**config.mk**
```make
export PLATFORM = sky130hd
export DESIGN_NAME = antitoken_pipe
export DESIGN_NICKNAME = d
export VERILOG_FILES = /design/src/rtl/ap_pkg.sv /design/src/rtl/ap_slot.sv /design/src/rtl/ap_head.sv /design/src/rtl/ap_tail.sv /design/src/rtl/antitoken_pipe.sv
export SDC_FILE = /design/constraint.sdc
export NUM_CORES = 1
export LEC_CHECK = 0
export BUFFER_PORTS_ARGS = -buffer_cell sky130_fd_sc_hd__buf_2
export CORE_MARGIN = 2
export CORE_UTILIZATION = 54
export CTS_BUF_LIST = sky130_fd_sc_hd__clkbuf_16
export DETAILED_ROUTE_END_ITERATION = 8
export PLACE_DENSITY = 0.84
export SLEW_MARGIN = 20
export SYNTH_ARGS = -nofsm -noshare
export SYNTH_HDL_FRONTEND = slang
export SYNTH_SLANG_ARGS = --single-unit
```
**constraint.sdc**
```tcl
create_clock -name clk -period 2 [get_ports clk]
set_input_delay 0.1 -clock clk [delete_from_list [all_inputs] [get_ports clk]]
set_output_delay 0.1 -clock clk [all_outputs]
set_load 0.05 [all_outputs]
```
**src/rtl/ap_pkg.sv**
```systemverilog
package ap_pkg;
  typedef enum logic [1:0] {
    SLOT_EMPTY = 2'd0,
    SLOT_TOKEN = 2'd1,
    SLOT_ANTI  = 2'd2
  } slot_e;
endpackage

```
**src/rtl/ap_slot.sv**
```systemverilog
module ap_slot
  import ap_pkg::*;
#(
  parameter int WIDTH = 8
) (
  input  logic             clk,
  input  logic             rst,
  input  logic             left_tok,
  input  logic [WIDTH-1:0] left_data,
  input  logic             left_take,
  input  logic             right_anti,
  input  logic             right_take,
  output slot_e            state,
  output logic [WIDTH-1:0] data
);
  slot_e st_q, st_d;
  logic  cap;

  always_comb begin
    st_d = st_q;
    cap  = 1'b0;
    case (st_q)
      SLOT_EMPTY: begin
        if (left_tok && right_anti) st_d = SLOT_EMPTY;
        else if (left_tok) begin
          st_d = SLOT_TOKEN;
          cap  = 1'b1;
        end else if (right_anti) st_d = SLOT_ANTI;
      end
      SLOT_TOKEN: if (right_take) st_d = SLOT_EMPTY;
      SLOT_ANTI:  if (left_take)  st_d = SLOT_EMPTY;
      default:    st_d = SLOT_EMPTY;
    endcase
  end

  always_ff @(posedge clk) begin
    if (rst) begin
      st_q <= SLOT_EMPTY;
      data <= '0;
    end else begin
      st_q <= st_d;
      if (cap) data <= left_data;
    end
  end

  assign state = st_q;

  assert_tok_never_to_anti_R11: assert property (@(posedge clk) disable iff (rst)
    (st_q == SLOT_TOKEN) |=> (st_q != SLOT_ANTI));
  assert_anti_never_to_tok_R11: assert property (@(posedge clk) disable iff (rst)
    (st_q == SLOT_ANTI) |=> (st_q != SLOT_TOKEN));
  assert_same_cycle_annihilate_R9: assert property (@(posedge clk) disable iff (rst)
    (st_q == SLOT_EMPTY && left_tok && right_anti) |=> (st_q == SLOT_EMPTY));
endmodule

```
**src/rtl/ap_head.sv**
```systemverilog
module ap_head
  import ap_pkg::*;
#(
  parameter int WIDTH = 8
) (
  input  logic               clk,
  input  logic               rst,
  input  logic [2*WIDTH-1:0] in_rail,
  output logic               in_ack,
  output logic               drop_evt,
  input  slot_e              head_state,
  input  logic               head_right_anti,
  output logic               src_offer,
  output logic [WIDTH-1:0]   src_data
);
  logic complete, is_null, accept, drop_now;
  logic ack_q, drop_q;

  always_comb begin
    complete = 1'b1;
    for (int i = 0; i < WIDTH; i++) begin
      complete    = complete & (in_rail[2*i+1] ^ in_rail[2*i]);
      src_data[i] = in_rail[2*i+1];
    end
  end

  assign is_null   = ~|in_rail;
  assign src_offer = complete & ~ack_q;
  assign accept    = src_offer & (head_state != SLOT_TOKEN);
  assign drop_now  = accept & ((head_state == SLOT_ANTI) ||
                               (head_state == SLOT_EMPTY && head_right_anti));

  always_ff @(posedge clk) begin
    if (rst) begin
      ack_q  <= 1'b0;
      drop_q <= 1'b0;
    end else begin
      if (accept) ack_q <= 1'b1;
      else if (ack_q && is_null) ack_q <= 1'b0;
      drop_q <= drop_now;
    end
  end

  assign in_ack   = ack_q;
  assign drop_evt = drop_q;

  assert_ack_needs_word_R3: assert property (@(posedge clk) disable iff (rst)
    $rose(in_ack) |-> $past(complete));
  assert_ack_release_after_null_R3: assert property (@(posedge clk) disable iff (rst)
    $fell(in_ack) |-> $past(is_null));
  assert_drop_with_ack_R10: assert property (@(posedge clk) disable iff (rst)
    drop_evt |-> $rose(in_ack));
endmodule

```
**src/rtl/ap_tail.sv**
```systemverilog
module ap_tail
  import ap_pkg::*;
#(
  parameter int WIDTH = 8
) (
  input  logic               clk,
  input  logic               rst,
  input  slot_e              tail_state,
  input  logic [WIDTH-1:0]   tail_data,
  output logic [2*WIDTH-1:0] out_rail,
  input  logic               out_ack,
  input  logic               kill_req,
  output logic               kill_ack,
  output logic               deliver,
  output logic               kill_take
);
  logic rtz_q, kack_q, presenting, kill_offer;
  logic pairs_ok, all_set;

  assign presenting = (tail_state == SLOT_TOKEN) && !rtz_q;
  assign deliver    = presenting & out_ack;
  assign kill_offer = kill_req & ~kack_q;
  assign kill_take  = kill_offer && (tail_state != SLOT_ANTI) && !deliver;

  always_comb begin
    for (int i = 0; i < WIDTH; i++) begin
      out_rail[2*i+1] = presenting &  tail_data[i];
      out_rail[2*i]   = presenting & ~tail_data[i];
    end
  end

  always_ff @(posedge clk) begin
    if (rst) begin
      rtz_q  <= 1'b0;
      kack_q <= 1'b0;
    end else begin
      if (deliver) rtz_q <= 1'b1;
      else if (rtz_q && !out_ack) rtz_q <= 1'b0;
      if (kill_take) kack_q <= 1'b1;
      else if (kack_q && !kill_req) kack_q <= 1'b0;
    end
  end

  assign kill_ack = kack_q;

  always_comb begin
    pairs_ok = 1'b1;
    all_set  = 1'b1;
    for (int i = 0; i < WIDTH; i++) begin
      pairs_ok = pairs_ok & ~(out_rail[2*i+1] & out_rail[2*i]);
      all_set  = all_set & (out_rail[2*i+1] | out_rail[2*i]);
    end
  end

  assert_out_wellformed_R2: assert property (@(posedge clk) disable iff (rst)
    pairs_ok && (all_set || out_rail == '0));
  assert_kill_ack_needs_req_R6: assert property (@(posedge clk) disable iff (rst)
    $rose(kill_ack) |-> $past(kill_req));
  assert_hold_until_ack_R5: assert property (@(posedge clk) disable iff (rst)
    (out_rail != '0 && !out_ack && !kill_req) |=> $stable(out_rail));
endmodule

```
**src/rtl/antitoken_pipe.sv**
```systemverilog
module antitoken_pipe
  import ap_pkg::*;
#(
  parameter int DEPTH = 4,
  parameter int WIDTH = 8
) (
  input  logic               clk,
  input  logic               rst,
  input  logic [2*WIDTH-1:0] in_rail,
  output logic               in_ack,
  output logic               drop_evt,
  output logic [2*WIDTH-1:0] out_rail,
  input  logic               out_ack,
  input  logic               kill_req,
  output logic               kill_ack
);
  localparam int LAST = DEPTH - 1;

  slot_e            st  [DEPTH];
  logic [WIDTH-1:0] dat [DEPTH];
  logic             src_offer, deliver, kill_take;
  logic [WIDTH-1:0] src_data;
  logic             head_right_anti;

  ap_head #(.WIDTH(WIDTH)) u_head (
    .clk(clk), .rst(rst), .in_rail(in_rail), .in_ack(in_ack), .drop_evt(drop_evt),
    .head_state(st[0]), .head_right_anti(head_right_anti),
    .src_offer(src_offer), .src_data(src_data)
  );

  generate
    if (DEPTH == 1) begin : g_hra_one
      assign head_right_anti = kill_take;
    end else begin : g_hra_many
      assign head_right_anti = (st[1] == SLOT_ANTI);
    end

    for (genvar s = 0; s < DEPTH; s++) begin : g_slot
      logic             l_tok, l_take, r_anti, r_take;
      logic [WIDTH-1:0] l_data;
      if (s == 0) begin : g_left_src
        assign l_tok  = src_offer;
        assign l_take = src_offer;
        assign l_data = src_data;
      end else begin : g_left_slot
        assign l_tok  = (st[s-1] == SLOT_TOKEN);
        assign l_take = (st[s-1] != SLOT_ANTI);
        assign l_data = dat[s-1];
      end
      if (s == LAST) begin : g_right_sink
        assign r_anti = kill_take;
        assign r_take = deliver | kill_take;
      end else begin : g_right_slot
        assign r_anti = (st[s+1] == SLOT_ANTI);
        assign r_take = (st[s+1] != SLOT_TOKEN);
      end
      ap_slot #(.WIDTH(WIDTH)) u_slot (
        .clk(clk), .rst(rst), .left_tok(l_tok), .left_data(l_data), .left_take(l_take),
        .right_anti(r_anti), .right_take(r_take), .state(st[s]), .data(dat[s])
      );
    end
  endgenerate

  ap_tail #(.WIDTH(WIDTH)) u_tail (
    .clk(clk), .rst(rst), .tail_state(st[LAST]), .tail_data(dat[LAST]),
    .out_rail(out_rail), .out_ack(out_ack), .kill_req(kill_req), .kill_ack(kill_ack),
    .deliver(deliver), .kill_take(kill_take)
  );
endmodule

```
==> summary.md, run 1 <==
| Metric | Value |
|---|---|
| WP data required | around 1.9 ns |
| Core area | 0.00342 sq mm |
| Synth top cells by count | dfxtp_1 (44), nor2_1 (37), mux2i_1 (26) |
| Worst clock skew | approximately 0.0034 ns |
| Post-synth EDFFs | 0 |
| Hold Crit Class | input port to flip-flop |
| Clk pin slew, worst setup/hold paths | 0.05 ns |
| Count leader, synth | dfxtp_1 |
| VDD IR-drop max | 0.475 mV |
| Status | complete, no violations |
| GP Congestion | 0.816 |
| Die Area | 0.00416 sq mm |
| Synth-to-Final Area Change | 17.9% |
| Post-synthesis xor/xnor area fraction | 0% |
| Largest area contributor in the netlist | dfxtp_1 |
| Number of max-cap violations | 0 |
| Register area share after synthesis | 44.5% |
| Ports | 39 |
| DR vias/cell | 5.21 |
| Period utilization | 83.5% |
| Routed WL | 3.58 mm |
| Synth Flop Type | dfxtp_1 |
| Initial antenna violation count | 0 |
| Post-Synth Adder-Cell Area | under 10% |
| Clock Sinks | 44 |
| Design Power | 1710 uW |
| Worst EP arrival | 1.57 ns |
| Worst setup SP type | flip-flop |
| Pin count of the biggest net entering global routing | 45 |
| # H-tree levels | 2 |
| PwrDens | 734 mW/mm^2 |
| Gr usage total | 20.1% |
| Min cycle time layout | 1.67 ns |
| Yosys cell types | 27 |
| Avg Cell Area, Syn | roughly 9 sq um |
| Final core utilization | 68.3% |
| Hold WS | 0.0835 ns |
| Final setup fails | 0 |
| Via Count | approximately 1.6k |
| Post-synthesis register bit count | 44 |
| Initial drt markers | 116 |
| Post-synthesis simple-gate area fraction | 23.0% |
| TritonCTS clock tree | yes |
| Vias in the first global route | 1556 |
| DR pass1 iterations | 4 |
| Synth warnings | 0 |
| Clk root buf | clkbuf_16 |
| Placed cell area | 0.00221 sq mm |
| Cell count after synthesis | 226 |
| TNS Setup | 0 ns |
| Post-Syn Area | 0.00198 sq mm |
| Mux contribution to synthesized area | 13.2% |
| Syn_nets | 254 |
| Initial Utilization | 57.9% |
| Fin area | 0.00233 sq mm |
| Crit path max fanout | 8 |
| Grt ovf | 0 |
| Drt wl/cell | ~12 microns |
| Hold buffer count at CTS | 0 |
| Row count | 21 |
| Fin. Hold Viols | 0 |
| First-pass GRT wire length | approximately 6.5 mm |
| Slew Limit Fails | 0 |
| HPWL Detailed | 2.63 mm |
| Fmax | 0.599 GHz |
| Latest clock arrival within the worst-skew pair | 0.28 ns |
| Resize count post-CTS | 0 |
| Clk buf depth | 2 |
| Total Nets Final | 291 |
| Post-synthesis compound-gate area fraction | under 10% |
| Die Wd | 64.5 microns |
| Slew @ Worst Pin | about 0.75 ns |
| ANT nets after route | 0 |
| PortBufs | 38 |
| Synth area leaders | dfxtp_1 (45%), mux2i_1 (13%), nor2_1 (7.0%) |
| Pleak | 0.00114 uW |
| Post-CTS Setup Inserts | 0 |
| Synth top area share | between 40% and 50% |
| RSZ-0062 raised after global routing | no |
| # DRC | 0 |
| Asr flop ratio synth | 0% |
| Crit end category | output port |
| Layout cells sized above 1 | about a fifth |
| N_diodes | 0 |
| Slew Limit Headroom | between 40% and 50% |
| Fillcell total | 281 |
| WS Path Type | flip-flop to output port |
| Main combinational cell family by area after synthesis | simple AND/OR/NAND/NOR gates |
| TritonCTS Buffers | 5 |
| Height of the die | ~65 microns |
-- layout make-up --
class / count / area (sq um) / area share, %
Sequential cell: 44 / 881 / 37.8
Inverter: 19 / 71.3 / 3.06
Tap cell: 46 / 57.6 / 2.47
Multi-Input combinational cell: 151 / 977 / 41.9
Timing Repair Buffer: 42 / 220 / 9.44
Clock buffer: 5 / 125 / 5.36
-- metal layers --
metal  share of wire [%]  vias to the layer above  GRT usage, %
met2                  49                       18          34.2
li1                    -                      832             -
met3                 3.6                        8          6.94
met5                   0                        -             0
met4                 2.0                        0          7.98
met1                  46                      742          23.0
-- through the flow --
stage | cells | worst slack [ns]
after CTS | 307 | 0.320
after global routing | 307 | 0.173
after global placement | 302 | 0.350
final | 307 | 0.331
after detailed placement | 302 | 0.291
after floorplan | 226 | 0.438
-- worst paths after layout --
check / startpoint / end / slack [ns] / cells after the start
worst max-delay path: g_slot[3].u_slot.state[0] / out_rail[6] / 0.33 / 4
worst min register to register: g_slot[0].u_slot.data[3] / g_slot[0].u_slot.data[3] / 0.48 / 2
worst max register to register: g_slot[1].u_slot.state[0] / g_slot[2].u_slot.data[1] / 0.37 / 4
worst min-delay path: in_rail[9] / g_slot[0].u_slot.data[4] / 0.08 / 3
-- layout by cell type (no fill, tap or decap), drive strengths merged --
master / netlist / layout
a211o: 1 / 1
a211oi: 2 / 2
a21oi: 16 / 16
a22oi: 1 / 1
and2: 8 / 8
buf: 3 / 42
clkbuf: 9 / 5
dfxtp: 44 / 44
ha: 8 / 8
inv: 19 / 19
mux2i: 26 / 26
nand2: 3 / 3
nand2b: 5 / 5
nand3: 13 / 13
nand3b: 1 / 1
nand4: 3 / 3
nor2: 37 / 37
nor2b: 4 / 4
nor3: 6 / 6
nor3b: 3 / 3
nor4: 4 / 4
o21ai: 9 / 9
or4: 1 / 1
-- state kept, by name, summed over array words and instances (netlist names) --
| signal | count |
|---|---|
| g_slot.u_slot.state | 8 |
| u_head.drop_evt | 1 |
| u_tail.rtz_q | 1 |
| u_head.in_ack | 1 |
| u_tail.kill_ack | 1 |
| g_slot.u_slot.data | 32 |
-- critical path: stages (launching register included) --
cell and delay [ns]:
dfxtp_1 0.37, nor2b_1 0.26, nand2b_1 0.24, nor2_1 0.14, buf_2 0.27
-- power breakdown --
part	internal [uW]	switching, uW
logic	40.7	58.1
registers	884	8.76
clock network	440	282
total	1360	349
-- logic make-up after synthesis --
kind of cell	Yosys count
and+or+nand+nor	88
DFF	44
buffers and inverters	31
AOI/OAI and AO/OA	29
muxes	26
adders and majority gates	8
(Power assumes the default switching activity.)
==> inputs of run 2 (changes only) <==
Settings changed: ABC_AREA set to 1, CORE_UTILIZATION 54 to 49, PLACE_DENSITY 0.84 to 0.81.
Clock period 2 ns to 1.4 ns, I/O delays scaled along.
==> run 2 against run 1 <==
  * Final cell count rose by 31%
  * First-iteration DRC count fell by 3.4%
  * Global-route usage rose by 0.74 points
  * Critical path depth rose by 1
  * Design area rose by 20%
  * Sequential share of layout area fell by 6.1 points
  * Synthesized cell count rose by 29%
  * Highest routed layer unchanged
==> summary.md, run 2 <==
| Metric | Value |
|---|---|
| Avg Cell Area, Syn | 7.04 sq um (was 8.75 sq um) |
| DR pass1 iterations | 5 (was 4) |
| Number of max-cap violations | 0 (unchanged) |
| Total Nets Final | 379 (was 291) |
| Count leader, synth | inv_1 (was dfxtp_1) |
| Grt ovf | 0 (unchanged) |
| Worst EP arrival | 1.30 ns (was 1.57 ns) |
| CP max stage cell | dfxtp_2 (was dfxtp_1) |
| # H-tree levels | 2 (unchanged) |
| Synth top cells by count | inv_1 (49), nor2_1 (48), nand2_1 (46) (was dfxtp_1 (44), nor2_1 (37), mux2i_1 (26)) |
| Final setup fails | 0 (unchanged) |
| Initial Utilization | 51.0% (was 57.9%) |
| HPWL Detailed | 3.09 mm (was 2.63 mm) |
| Clk root buf | clkbuf_16 (unchanged) |
| Clk pin slew, worst setup/hold paths | 0.06 ns (was 0.05 ns) |
| Largest area contributor in the netlist | dfxtp_1 (unchanged) |
| Hold buffer count at CTS | 0 (unchanged) |
| DP Worst Slack | -0.0697 ns (was 0.291 ns) |
| Worst setup SP type | flip-flop (unchanged) |
| Fin. Hold Viols | 0 (unchanged) |
| VDD IR-drop max | 0.602 mV (was 0.475 mV) |
| Via Count | 1975 (was 1600) |
| Hold Crit Class | input port to flip-flop (unchanged) |
| Final core utilization | 69.6% (was 68.3%) |
| Commonest non-fill, non-tap cell in the layout | inv_1 (was dfxtp_1) |
| Core area | 0.00403 sq mm (was 0.00342 sq mm) |
| TNS Setup | 0 ns (unchanged) |
| Clock share of power | 43.5% (was 42.1%) |
| DR vias/cell | 4.91 (was 5.21) |
| WP data required | 1.33 ns (was 1.90 ns) |
| TritonCTS clock tree | yes (unchanged) |
| Syn_nets | 320 (was 254) |
| Asr flop ratio synth | 0% (unchanged) |
| Register area share after synthesis | 42.8% (was 44.5%) |
| Status | complete, no violations (unchanged) |
| Logic pwr share | 11.9% (was 5.8%) |
| Max reg flops | 32 (unchanged) |
| Ports | 39 (unchanged) |
| Switching pwr | 679 uW (was 349 uW) |
| Pin count of the biggest net entering global routing | 26 (was 45) |
| Post-Syn Area | 0.00206 sq mm (was 0.00198 sq mm) |
| Worst reg-to-reg path cell count | 6 (was 4) |
| Fmax | around 0.73 GHz |
| Synth warnings | 0 (unchanged) |
| Slew Limit Headroom | 70.3% (was 49.9%) |
| ANT nets after route | 0 (unchanged) |
| Period utilization | between 90% and 100% |
| Clk buf depth | 2 (unchanged) |
| Hold WS | 0.0324 ns (was 0.0835 ns) |
| Post-synthesis register bit count | 44 (unchanged) |
| Vias in the first global route | 1786 (was 1556) |
| Cell count after synthesis | 292 (was 226) |
| Routed WL | 4.46 mm (was 3.58 mm) |
| Critical Path End | out_rail[0] (was out_rail[6]) |
| Min cycle time layout | 1.37 ns |
| Initial antenna violation count | 0 (unchanged) |
| Reg with most FFs | g_slot.u_slot.data (unchanged) |
| Synth area leaders | dfxtp_1 (43%), inv_1 (8.9%), nor2_1 (8.8%) (was dfxtp_1 (45%), mux2i_1 (13%), nor2_1 (7.0%)) |
| Crit path buf inv count | 2 (was 1) |
| TritonCTS Buffers | 5 (unchanged) |
| Height of the die | 68.8 microns (was 64.5 microns) |
| GP Congestion | 0.788 (was 0.816) |
| Crit-path max cell delay | 0.36 ns (was 0.37 ns) |
| Layout cells sized above 1 | 29.0% (was 19.2%) |
| Crit path from | g_slot[3].u_slot.state[1] (was g_slot[3].u_slot.state[0]) |
| Crit end category | output port (unchanged) |
| FF-to-FF End | g_slot[0].u_slot.state[0] (was g_slot[2].u_slot.data[1]) |
| Register share of total power | 44.6% (was 52.1%) |
| Die Wd | 68.8 microns (was 64.5 microns) |
| Slew @ Worst Pin | 0.444 ns (was 0.751 ns) |
| Worst clock skew | 0.00336 ns (was 0.00342 ns) |
| CP Depth | 5 (was 4) |
| Synth-to-Final Area Change | 36.4% (was 17.9%) |
| Final worst slack | 0.0289 ns (was 0.331 ns) |
| Reg2reg setup slack | 0.10 ns (was 0.37 ns) |
| # DRC | 0 (unchanged) |
| Gr usage total | 20.8% (was 20.1%) |
| Row count | 23 (was 21) |
| Yosys cell types | 22 (was 27) |
| Clock Sinks | 44 (unchanged) |
| N_diodes | 0 (unchanged) |
| Latest clock arrival within the worst-skew pair | 0.28 ns (about the same) |
| Post-synth EDFFs | 0 (unchanged) |
| Pleak | 0.00125 uW (was 0.00114 uW) |
| Die Area | 0.00473 sq mm (was 0.00416 sq mm) |
| RSZ-0062 raised after global routing | yes (was no) |
| Leading cell types in the layout, fill and taps excluded | inv_1 (48), nand2_1 (45), dfxtp_1 (41) (was dfxtp_1 (44), buf_2 (38), nor2_1 (37)) |
| First-pass GRT wire length | 7.33 mm (was 6.50 mm) |
| Crit path max fanout | 16 (was 8) |
| CP top delay family | flip-flops (was simple AND/OR/NAND/NOR gates) |
| Slew Limit Fails | 0 (unchanged) |
| PortBufs | 38 (unchanged) |
| WS Path Type | flip-flop to output port (unchanged) |
| Synth Flop Type | dfxtp_1 (unchanged) |
| RR Startpoint | u_head.in_ack (was g_slot[1].u_slot.state[0]) |
| Drt wl/cell | 11.1 microns (was 11.6 microns) |
| Cell Chain, Critical Path | nor2_4, nand2_2, buf_12, nor2_2, buf_6 (was nor2b_1, nand2b_1, nor2_1, buf_2) |
| Initial drt markers | 112 (was 116) |
| PwrDens | 1040 mW/mm^2 (was 734 mW/mm^2) |
| Design Power | 2930 uW (was 1710 uW) |
| Synth top area share | 42.8% (was 44.5%) |
| Internal | 2250 uW (was 1360 uW) |
| Switching share of power | 23.2% (was 20.3%) |
| Fillcell total | 313 (was 281) |
-- run 2: cell count changes in the layout (fill, tap and decap cells not counted), moves of 13 or more --
cell	before	now
nand2_1	3	45
inv_1	19	48
mux2i_1	26	0
buf_2	38	22
nor2_2	0	16
buf_4	4	18
o21ai_0	6	20
a21oi_1	16	29
buf_6	0	13
-- run 2: per-layer routing --
| metal | up-vias | part of all wire, % | global-route usage [%] |
|---|---|---|---|
| li1 | 1041 | - | - |
| met1 | 874 | 42 | 22.5 |
| met2 | 58 | 53 | 39.1 |
| met3 | 2 | 4.8 | 5.52 |
| met4 | 0 | 0.52 | 6.62 |
| met5 | - | 0 | 0 |
-- run 2: cells by family after synthesis --
family | Yosys count | synth area share (%)
buffers and inverters | 58 | 11.2
and+or+nand+nor | 130 | 27.9
AOI/OAI and AO/OA | 52 | 13.1
adders and majority gates | 8 | 4.87
DFF | 44 | 42.8
-- run 2: through the flow --
step	instances	instance area, sq um
final	402	2800
after global routing	402	2800
after CTS	400	2750
after detailed placement	390	2440
after global placement	390	2440
after floorplan	292	2090
-- run 2: worst min path at each step --
stage                     start                        to  slack [ns]  depth (start not counted)
global placement    in_rail[13]  g_slot[0].u_slot.data[6]        0.32                          3
global route         in_rail[7]  g_slot[0].u_slot.data[3]        0.04                          3
floorplan            in_rail[1]  g_slot[0].u_slot.data[0]        0.20                          2
finish               in_rail[7]  g_slot[0].u_slot.data[3]        0.03                          3
CTS                  in_rail[7]  g_slot[0].u_slot.data[3]        0.03                          3
detailed placement   in_rail[7]  g_slot[0].u_slot.data[3]        0.32                          3
-- run 2: worst reg2reg max path: stages, from the launching register on --
cell and delay, ns:
dfxtp_2 0.32, nor2_1 0.15, nand3_1 0.16, nor2_4 0.19
clkinvlp_4 0.16, buf_4 0.15, a21oi_1 0.10
-- run 2: power by group through the flow --
stage / clock (uW) / sequential, uW / combinational [uW]
floorplan: 0 / 1340 / 217
global placement: 0 / 1330 / 329
detailed placement: 0 / 1330 / 343
CTS: 1300 / 1300 / 346
global route: 1360 / 1310 / 401
finish: 1270 / 1300 / 348
-- run 2: final cells by class --
class / count / area [sq um] / area share [%]
Timing Repair Buffer: 58 / 477 / 17.0
Timing Repair inverter: 1 / 7.51 / 0.268
Tap cell: 50 / 62.6 / 2.23
Multi-Input combinational cell: 190 / 1010 / 36.1
Clock buffer: 5 / 125 / 4.46
Inverter: 51 / 195 / 6.96
Clock inverter: 3 / 37.5 / 1.34
Sequential cell: 44 / 887 / 31.6
-- run 2: repair_timing --
action                                  in CTS  in global routing
gates resized for setup                     44                 11
pin swaps                                    1                  1
setup buffers                                2                  1
gates cloned                                 0                  1
endpoints found under the setup margin      16                 38
==> inputs of run 3 (changes only) <==
Settings changed: MAX_ROUTING_LAYER set to met4, RECOVER_POWER set to 50.
==> run 3 against run 2 <==
  * Combinational power is essentially flat
  * First-iteration DRC count grew 3.6%
  * Die area is the same
  * Final cell count is the same
  * Register-to-register slack is essentially flat
  * Worst setup slack lost 0.00061 ns
==> summary.md, run 3 (same netlist as run 2, synthesis figures left out) <==
| Metric | Value |
|---|---|
| Status | complete, no violations (unchanged) |
| VDD IR-drop max | 0.603 mV (was 0.602 mV) |
| Clk root buf | clkbuf_16 (unchanged) |
| Clk pin slew, worst setup/hold paths | 0.06 ns (about the same) |
| Total Nets Final | 379 (unchanged) |
| Worst EP arrival | 1.30 ns (about the same) |
| Min cycle time layout | 1.37 ns (about the same) |
| DR pass1 iterations | 4 (was 5) |
| Design Power | 2920 uW (was 2930 uW) |
| TritonCTS clock tree | yes (unchanged) |
| WS Path Type | flip-flop to output port (unchanged) |
| Worst clock skew | 0.00313 ns (was 0.00336 ns) |
| Leading cell types in the layout, fill and taps excluded | inv_1 (48), nand2_1 (46), dfxtp_1 (41) (was inv_1 (48), nand2_1 (45), dfxtp_1 (41)) |
| Pleak | 0.00123 uW (was 0.00125 uW) |
| Commonest non-fill, non-tap cell in the layout | inv_1 (unchanged) |
| Final setup fails | 0 (unchanged) |
| Period utilization | 98.0% (was 97.9%) |
| Crit end category | output port (unchanged) |
| Initial antenna violation count | 0 (unchanged) |
| RSZ-0062 raised after global routing | yes (unchanged) |
| Fmax | 0.729 GHz (about the same) |
| GP Congestion | 0.800 (was 0.788) |
| Worst setup SP type | flip-flop (unchanged) |
| Slew Limit Headroom | 61.0% (was 70.3%) |
| Via Count | 1961 (was 1975) |
| Crit path max fanout | 16 (unchanged) |
| Reg with most FFs | g_slot.u_slot.data (unchanged) |
| Row count | 23 (unchanged) |
| Reg2reg setup slack | 0.09 ns (was 0.10 ns) |
| Routed WL | 4.47 mm (was 4.46 mm) |
| PortBufs | 38 (unchanged) |
| Hold Crit Class | input port to flip-flop (unchanged) |
| # DRC | 0 (unchanged) |
| Die Area | 0.00473 sq mm (unchanged) |
| HPWL Detailed | 3.09 mm (unchanged) |
| Height of the die | 68.8 microns (unchanged) |
| Gr usage total | 21.4% (was 20.8%) |
| Initial Utilization | 51.0% (unchanged) |
| Drt wl/cell | 11.1 microns (about the same) |
| Latest clock arrival within the worst-skew pair | 0.28 ns (about the same) |
| Fin. Hold Viols | 0 (unchanged) |
| Synth-to-Final Area Change | 35.5% (was 36.4%) |
| Core area | 0.00403 sq mm (unchanged) |
| N_diodes | 0 (unchanged) |
| Number of max-cap violations | 0 (unchanged) |
| Clock Sinks | 44 (unchanged) |
| Grt ovf | 0 (unchanged) |
| DR vias/cell | 4.88 (was 4.91) |
| Vias in the first global route | 1786 (unchanged) |
| Ports | 39 (unchanged) |
| TNS Setup | 0 ns (unchanged) |
| Initial drt markers | 116 (was 112) |
| Slew @ Worst Pin | 0.588 ns (was 0.444 ns) |
| Slew Limit Fails | 0 (unchanged) |
| Die Wd | 68.8 microns (unchanged) |
| First-pass GRT wire length | 7.33 mm (unchanged) |
| PwrDens | 1050 mW/mm^2 (was 1040 mW/mm^2) |
| # H-tree levels | 2 (unchanged) |
| Pin count of the biggest net entering global routing | 26 (unchanged) |
| TritonCTS Buffers | 5 (unchanged) |
| Layout cells sized above 1 | 27.0% (was 29.0%) |
| ANT nets after route | 0 (unchanged) |
| Max reg flops | 32 (unchanged) |
| WP data required | 1.33 ns (about the same) |
| Clk buf depth | 2 (unchanged) |
run 3: cell count changes in the layout (fill, tap and decap cells not counted):
cell and change:
clkbuf_1 +6, buf_2 -3, buf_4 -3, nand2_1 +1, nand2_2 -1
run 3: final cells by class:
class,count,area (sq um)
Clock inverter,3,37.5
Fill cell,323,1240
Sequential cell,44,887
Timing Repair inverter,1,7.51
Tap cell,50,62.6
Multi-Input combinational cell,190,1010
Timing Repair Buffer,58,462
Clock buffer,5,125
Inverter,51,195
run 3: final timing paths:
| path | from | endpoint | depth (start not counted) |
|---|---|---|---|
| min reg2reg | g_slot[1].u_slot.data[4] | g_slot[1].u_slot.data[4] | 2 |
| max | g_slot[3].u_slot.state[1] | out_rail[0] | 5 |
| max reg2reg | u_head.in_ack | g_slot[0].u_slot.state[0] | 6 |
| min | in_rail[7] | g_slot[0].u_slot.data[3] | 3 |
run 3: stage by stage:
step,hold WS [ns],instance area (sq um),cells,util (%),setup WS (ns)
finish,0.0325,2790,402,69.2,0.0283
global route,0.0359,2790,402,69.2,-0.0426
global placement,0.318,2440,390,60.6,-0.00610
CTS,0.0308,2750,400,68.3,0.0344
floorplan,0.205,2090,292,-,-0.0868
detailed placement,0.321,2440,390,60.6,-0.0697
run 3: repair_timing:
action	4_1_cts	5_1_grt
pin swaps	1	1
cloned	0	1
endpoints found under the hold margin	0	0
buffers inserted	2	1
resized for setup	44	11
hold buffers	0	0
setup endpoints to repair	16	38
run 3: critical path: stages, from the launching register on:
cell	delay [ns]
dfxtp_2	0.36
nor2_4	0.13
nand2_2	0.07
buf_12	0.16
nor2_2	0.13
buf_6	0.18
run 3: layer usage:
layer | GRT usage [%] | wire length, microns
met5 | - | 0
met4 | 6.62 | 23
met3 | 5.36 | 197
met2 | 39.1 | 2360
met1 | 22.6 | 1890
run 3: where the power goes:
part           switching (uW)  internal [uW]
clock network             444            828
registers                26.2           1280
logic                     208            138
